File: config.mk
export PLATFORM = sky130hd
export DESIGN_NAME = spi_fifo_master
export DESIGN_NICKNAME = d
export VERILOG_FILES = /design/src/rtl/spi_master_pkg.sv /design/src/rtl/byte_fifo.sv /design/src/rtl/spi_shift_engine.sv /design/src/rtl/spi_fifo_master.sv
export SDC_FILE = /design/constraint.sdc
export NUM_CORES = 2
export LEC_CHECK = 0
export BUFFER_PORTS_ARGS = -buffer_cell sky130_fd_sc_hd__buf_4
export CORE_MARGIN = 1.5
export CORE_UTILIZATION = 57
export DETAILED_ROUTE_END_ITERATION = 8
export PLACE_DENSITY = 0.79
export SYNTH_ARGS = -nofsm -noshare
export SYNTH_HDL_FRONTEND = slang
export SYNTH_SLANG_ARGS = --single-unit
File: constraint.sdc
create_clock -name clk -period 4.61 [get_ports clk]
set_clock_uncertainty 0.1 [all_clocks]
set_input_delay 0.2305 -clock clk [delete_from_list [all_inputs] [get_ports clk]]
set_output_delay 0.2305 -clock clk [all_outputs]
set_load 0.01 [all_outputs]
File: src/rtl/spi_master_pkg.sv
package spi_master_pkg;

    typedef enum logic [1:0] {
        ST_IDLE,
        ST_LOW,
        ST_HIGH,
        ST_DONE
    } xfer_state_t;

    localparam logic [7:0] OFS_KEYRST = 8'h40;
    localparam logic [7:0] OFS_CTRL   = 8'h60;
    localparam logic [7:0] OFS_STAT   = 8'h64;
    localparam logic [7:0] OFS_TXD    = 8'h68;
    localparam logic [7:0] OFS_RXD    = 8'h6C;
    localparam logic [7:0] OFS_SEL    = 8'h70;
    localparam logic [7:0] OFS_TXOCC  = 8'h74;
    localparam logic [7:0] OFS_RXOCC  = 8'h78;

    localparam logic [31:0] RESET_KEY  = 32'h0000_000A;
    localparam logic [31:0] EMPTY_MARK = 32'hDEAD_BEEF;

    localparam int HOLD_BIT   = 8;
    localparam int TXCLR_BIT  = 5;
    localparam int RXCLR_BIT  = 6;

endpackage

File: src/rtl/byte_fifo.sv
module byte_fifo #(
    parameter int DEPTH = 256,
    parameter int WIDTH = 8,
    localparam int AW   = $clog2(DEPTH),
    localparam int CW   = AW + 1
) (
    input  logic             clk,
    input  logic             rst_n,
    input  logic             clr,
    input  logic             push,
    input  logic [WIDTH-1:0] din,
    input  logic             pop,
    output logic [WIDTH-1:0] dout,
    output logic [CW-1:0]    count,
    output logic             full,
    output logic             empty
);

    logic [WIDTH-1:0] mem [DEPTH];
    logic [AW-1:0]    wptr, rptr;
    logic             do_push, do_pop;

    assign full    = (count == CW'(DEPTH));
    assign empty   = (count == '0);
    assign do_push = push && !full;
    assign do_pop  = pop && !empty;
    assign dout    = mem[rptr];

    always_ff @(posedge clk) begin
        if (do_push) begin
            mem[wptr] <= din;
        end
    end

    always_ff @(posedge clk or negedge rst_n) begin
        if (!rst_n) begin
            wptr  <= '0;
            rptr  <= '0;
            count <= '0;
        end else if (clr) begin
            wptr  <= '0;
            rptr  <= '0;
            count <= '0;
        end else begin
            if (do_push) begin
                wptr <= (wptr == AW'(DEPTH - 1)) ? '0 : wptr + 1'b1;
            end
            if (do_pop) begin
                rptr <= (rptr == AW'(DEPTH - 1)) ? '0 : rptr + 1'b1;
            end
            case ({do_push, do_pop})
                2'b10:   count <= count + 1'b1;
                2'b01:   count <= count - 1'b1;
                default: count <= count;
            endcase
        end
    end

endmodule

File: src/rtl/spi_shift_engine.sv
module spi_shift_engine
    import spi_master_pkg::*;
#(
    parameter int CLK_DIV = 2,
    localparam int DW     = $clog2(CLK_DIV + 1)
) (
    input  logic        clk,
    input  logic        rst_n,
    input  logic        clr,
    input  logic        start_ok,
    input  logic [7:0]  tx_byte,
    input  logic        miso,
    output logic        tx_pop,
    output logic        rx_push,
    output logic [7:0]  rx_byte,
    output logic        sclk,
    output logic        mosi,
    output xfer_state_t state_o
);

    xfer_state_t state, next;
    logic [DW-1:0] div_cnt;
    logic [2:0]    bit_cnt;
    logic [7:0]    shreg;
    logic          rx_bit;
    logic          half_end;

    assign half_end = (div_cnt == DW'(CLK_DIV - 1));

    always_ff @(posedge clk or negedge rst_n) begin
        if (!rst_n) begin
            state <= ST_IDLE;
        end else if (clr) begin
            state <= ST_IDLE;
        end else begin
            state <= next;
        end
    end

    always_comb begin
        next = state;
        unique case (state)
            ST_IDLE: if (start_ok) next = ST_LOW;
            ST_LOW:  if (half_end) next = ST_HIGH;
            ST_HIGH: if (half_end) next = (bit_cnt == 3'd7) ? ST_DONE : ST_LOW;
            ST_DONE: next = ST_IDLE;
        endcase
    end

    always_ff @(posedge clk or negedge rst_n) begin
        if (!rst_n) begin
            div_cnt <= '0;
            bit_cnt <= '0;
            shreg   <= '0;
            rx_bit  <= 1'b0;
        end else if (clr) begin
            div_cnt <= '0;
            bit_cnt <= '0;
            shreg   <= '0;
            rx_bit  <= 1'b0;
        end else begin
            case (state)
                ST_IDLE: begin
                    if (start_ok) begin
                        shreg   <= tx_byte;
                        div_cnt <= '0;
                        bit_cnt <= '0;
                    end
                end
                ST_LOW: begin
                    if (half_end) begin
                        div_cnt <= '0;
                        rx_bit  <= miso;
                    end else begin
                        div_cnt <= div_cnt + 1'b1;
                    end
                end
                ST_HIGH: begin
                    if (half_end) begin
                        div_cnt <= '0;
                        shreg   <= {shreg[6:0], rx_bit};
                        bit_cnt <= bit_cnt + 1'b1;
                    end else begin
                        div_cnt <= div_cnt + 1'b1;
                    end
                end
                default: ;
            endcase
        end
    end

    always_comb begin
        tx_pop  = (state == ST_IDLE) && start_ok;
        rx_push = (state == ST_DONE);
        rx_byte = shreg;
        sclk    = (state == ST_HIGH);
        mosi    = (state == ST_IDLE) ? 1'b0 : shreg[7];
        state_o = state;
    end

endmodule

File: src/rtl/spi_fifo_master.sv
module spi_fifo_master
    import spi_master_pkg::*;
#(
    parameter int FIFO_DEPTH = 256,
    parameter int NUM_CS     = 2,
    parameter int CLK_DIV    = 2,
    localparam int CW        = $clog2(FIFO_DEPTH) + 1
) (
    input  logic              clk,
    input  logic              rst_n,
    input  logic              bus_wr,
    input  logic              bus_rd,
    input  logic [7:0]        bus_addr,
    input  logic [31:0]       bus_wdata,
    output logic [31:0]       bus_rdata,
    output logic              sclk,
    output logic              mosi,
    input  logic              miso,
    output logic [NUM_CS-1:0] cs_n,
    output logic              ev_rx_not_empty,
    output logic              ev_rx_full,
    output logic              ev_rx_overrun,
    output logic              ev_byte_done
);

    logic              key_rst, ctrl_wr, tx_clr, rx_clr;
    logic              inhibit_q;
    logic [NUM_CS-1:0] sel_q;
    logic              tx_push, tx_pop, tx_full, tx_empty;
    logic              rx_push, rx_pop, rx_full, rx_empty;
    logic [7:0]        tx_dout, rx_dout, eng_rx_byte;
    logic [CW-1:0]     tx_count, rx_count;
    xfer_state_t       eng_state;

    function automatic logic [31:0] occ_value(input logic [CW-1:0] n);
        return (n == '0) ? 32'd0 : 32'(n - 1'b1);
    endfunction

    assign key_rst = bus_wr && (bus_addr == OFS_KEYRST) && (bus_wdata == RESET_KEY);
    assign ctrl_wr = bus_wr && (bus_addr == OFS_CTRL);
    assign tx_clr  = key_rst || (ctrl_wr && bus_wdata[TXCLR_BIT]);
    assign rx_clr  = key_rst || (ctrl_wr && bus_wdata[RXCLR_BIT]);
    assign tx_push = bus_wr && (bus_addr == OFS_TXD);
    assign rx_pop  = bus_rd && (bus_addr == OFS_RXD);

    always_ff @(posedge clk or negedge rst_n) begin
        if (!rst_n) begin
            inhibit_q <= 1'b1;
            sel_q     <= '1;
        end else if (key_rst) begin
            inhibit_q <= 1'b1;
            sel_q     <= '1;
        end else begin
            if (ctrl_wr) begin
                inhibit_q <= bus_wdata[HOLD_BIT];
            end
            if (bus_wr && (bus_addr == OFS_SEL)) begin
                sel_q <= bus_wdata[NUM_CS-1:0];
            end
        end
    end

    byte_fifo #(.DEPTH(FIFO_DEPTH), .WIDTH(8)) u_txq (
        .clk(clk), .rst_n(rst_n), .clr(tx_clr),
        .push(tx_push), .din(bus_wdata[7:0]), .pop(tx_pop), .dout(tx_dout),
        .count(tx_count), .full(tx_full), .empty(tx_empty)
    );

    byte_fifo #(.DEPTH(FIFO_DEPTH), .WIDTH(8)) u_rxq (
        .clk(clk), .rst_n(rst_n), .clr(rx_clr),
        .push(rx_push), .din(eng_rx_byte), .pop(rx_pop), .dout(rx_dout),
        .count(rx_count), .full(rx_full), .empty(rx_empty)
    );

    spi_shift_engine #(.CLK_DIV(CLK_DIV)) u_engine (
        .clk(clk), .rst_n(rst_n), .clr(key_rst),
        .start_ok(!inhibit_q && !tx_empty), .tx_byte(tx_dout), .miso(miso),
        .tx_pop(tx_pop), .rx_push(rx_push), .rx_byte(eng_rx_byte),
        .sclk(sclk), .mosi(mosi), .state_o(eng_state)
    );

    for (genvar g = 0; g < NUM_CS; g++) begin : g_sel
        assign cs_n[g] = sel_q[g];
    end

    assign ev_rx_not_empty = !rx_empty;
    assign ev_rx_full      = rx_full;
    assign ev_rx_overrun   = rx_push && rx_full;
    assign ev_byte_done    = rx_push;

    always_comb begin
        bus_rdata = '0;
        case (bus_addr)
            OFS_CTRL:  bus_rdata[HOLD_BIT] = inhibit_q;
            OFS_STAT:  bus_rdata = {28'd0, tx_full, tx_empty, rx_full, rx_empty};
            OFS_RXD:   bus_rdata = rx_empty ? EMPTY_MARK : {24'd0, rx_dout};
            OFS_SEL:   bus_rdata = 32'(sel_q);
            OFS_TXOCC: bus_rdata = occ_value(tx_count);
            OFS_RXOCC: bus_rdata = occ_value(rx_count);
            default:   bus_rdata = '0;
        endcase
    end

endmodule

==> reports/qor.yml <==
detailed_routing:
  antenna_left: 0
  viasPerCell: 7.34
  drc: 9
  first_iter_violations: 16300
  detail_route.wl_per_cell_um: 38.4
  wl_mm: 471
  dr.pass1.iters: 9
  dr_total_vias: 89900
clocking:
  cts_made_buffers: 393
  tritoncts: "built"
  h-tree-depth: 5
  clock-sinks: 4165
  clock_latency_ps: 940
  path_clk_slew_ps: 60
  root_buffer: "clkbuf_16"
  cts_buffer_depth: 4
cells_and_area:
  final_nets: 8217
  area_growth_pct: 13.2
  fin_cells: 12300
  fill_cells: 16700
  drive_above_1_share: 0.272
  fin_area_mm2: 0.184
place:
  globalplace.congestion: 0.950
  dp_hpwl_mm: 257
  port_buffers: 84
  placed_cells_incl_taps: 11400
  dp_slack_ps: -240
  post_dp_cell_area_mm2: 0.169
floorplan:
  fp.coreArea_mm2: 0.285
  num_rows: 196
  die_area_mm2: 0.289
  initial_core_util: 0.572
  fp.dieW_um: 538
  io_pins: 85
  die_h_um: 538
logic_synthesis:
  synthCells: 7681
  synth_cell_type_count: 79
  synth_edf_count: 4096
  synth.area.top_cells: "edfxtp_1 (76%), mux4_2 (15%), nor2_1 (1.5%), dfrtp_1 (1.0%), mux2i_1 (0.82%)"
  syn_avg_cell_area_um2: 21.2
  synth-seq-area-share: 0.766
  synth.net_count: 7756
  synth.most_common_cell: "edfxtp_1"
  ys.flop_type: "edfxtp_1"
  ys_warn_count: 0
  synth-seq-cells: 4165
  synth_commonest_cells: "edfxtp_1 (4,096), mux4_2 (1,089), nor2_1 (638)"
  syn_area_mm2: 0.163
  synth.top_cell.area_share: 0.755
  synth_top_cell_by_area: "edfxtp_1"
  async_flop_share: 0.0166
sta:
  finalSetupTns_ps: -789
  worstMarginPinSlew_ps: 1340
  setup-violations-final: 8
  fmax_mhz: 210
  rsz0062_at_grt: "true"
  finalCriticalPeriod_ps: 4750
  fin_crit_sh: 1.03
  hold_violations: 0
  fin_ws_ps: -144
  slew_headroom: 0.0957
  drv_slew: 0
global_routing:
  grt_max_degree: 197
  grt_pass1_vias: 88700
  grt_pass1_wl_mm: 656
  grt_overflow_total: 0
  antenna_found_initial: 29
  gr-usage-all-layers: 0.322
critical_path:
  crit_path_start_kind: "flop"
  cp.arrival_ps: 4420
  reg2reg_setup_slack_ps: 220
  endpoint_kind: "output pin"
  path_max_fanout: 7
  path_class: "reg -> out"
  required_ps: 4280
  startpoint: "u_rxq.rptr[0]"
  reg2reg_from: "u_txq.rptr[0]"
min_path:
  hold_class: "in -> reg"
  hp-start: "bus_addr[3]"
power:
  p_per_area_mw_per_mm2: 538
  power_leakage_nw: 56.9
  irDropWorstVdd_mv: 0.423
outcome:
  status: "finished with violations"
  violations: "design-rule violations, negative setup slack"
flow_run:
  maxCapViolCount: 0
==> metrics by stage <==
stage / total power [mW] / util / hold WS (ps)
floorplan: 58.0 / - / -165
global placement: 64.6 / 0.595 / 191
detailed placement: 65.1 / 0.595 / 197
CTS: 97.8 / 0.645 / 7.70
global route: 101 / 0.647 / 158
finish: 99.3 / 0.648 / 126
==> kinds of logic after synthesis <==
| kind of cell | Yosys count | share of synthesized area |
|---|---|---|
| buf+inv | 497 | 0.0148 |
| flops | 4165 | 0.766 |
| xor+xnor | 42 | 0.00237 |
| compound gates | 583 | 0.0249 |
| simple gates | 1132 | 0.0303 |
| mux | 1232 | 0.159 |
| fa+ha+maj | 30 | 0.00235 |
==> power by group <==
part	switching [mW]	total [mW]	internal [mW]
registers	1.33	45.9	44.5
logic	12.7	20.1	7.45
clock network	14.7	33.3	18.6
==> state kept, by name (all words and copies together) (netlist names) <==
register,flops
u_txq.wptr,8
u_engine.rx_byte,8
u_txq.count,9
u_txq.rptr,8
cs_n,2
u_engine.bit_cnt,3
u_rxq.wptr,8
u_engine.state_o,2
u_rxq.mem,2048
u_rxq.count,9
u_txq.mem,2048
u_rxq.rptr,8
u_engine.rx_bit,1
inhibit_q,1
u_engine.div_cnt,2
==> path summary, 6_finish.rpt <==
check | to | cells past startpoint
min in group asynchronous | cs_n[0] | 3
max in group asynchronous | u_engine.rx_byte[1] | 4
setup / recovery | bus_rdata[6] | 14
setup reg to reg | u_engine.rx_byte[3] | 8
hold / removal | u_txq.wptr[0] | 6
hold reg to reg | u_engine.div_cnt[1] | 1
==> critical path, cell delays in order (launching register included) <==
cell     delay (ps)
dfrtp_4         530
buf_12          210
buf_12          130
buf_6           120
buf_8           140
buf_6           120
buf_4           120
mux4_2          530
a22oi_1         300
a21oi_1         180
a21oi_2         370
o21ai_1         200
a31oi_4         210
o21ai_2         160
buf_4           180
==> metal layers <==
metal / wire (um) / vias up / track usage
met4: 27400 / 39 / 0.150
met2: 216000 / 9460 / 0.486
met3: 76500 / 2059 / 0.130
li1: - / 33000 / -
met5: 628 / - / 0.00658
met1: 151000 / 45400 / 0.411
==> timing repair <==
item                       CTS  global route
resized for setup          115            67
setup endpoints to repair    8            26
hold buffers                31             0
buffers inserted            40            37
gates cloned                 6             1
hold endpoints to repair   422             0
pin swaps                   17            18
==> placed cells by master (no fill, tap or decap), types with 29 or more instances in the layout <==
cell	count
buf_4	395
edfxtp_1	4096
a21oi_1	111
ha_1	29
diode_2	33
clkbuf_1	81
a22o_1	30
dfrtp_1	46
clkinv_1	76
nand3_1	63
nor3_1	40
a221oi_1	30
nand2_1	196
a22oi_1	152
mux4_2	1089
mux2i_1	131
nor2b_1	33
clkbuf_16	397
nor2_1	632
clkinv_2	68
dlygate4sd3_1	30
bufinv_16	49
o21ai_0	51
buf_12	61
==> layout make-up <==
class                   count  area, um^2  share of cell area
clock inverters           237        2630              0.0143
repair buffers            548        5540              0.0300
well taps                3762        4710              0.0255
diodes                     33        82.6            0.000448
inverters                  15        58.8            0.000319
clock buffers             478       10200              0.0555
multi-input cells        3019       36400               0.197
flip-flops and latches   4165      125000               0.677
Power figures use the tool's default switching activity.
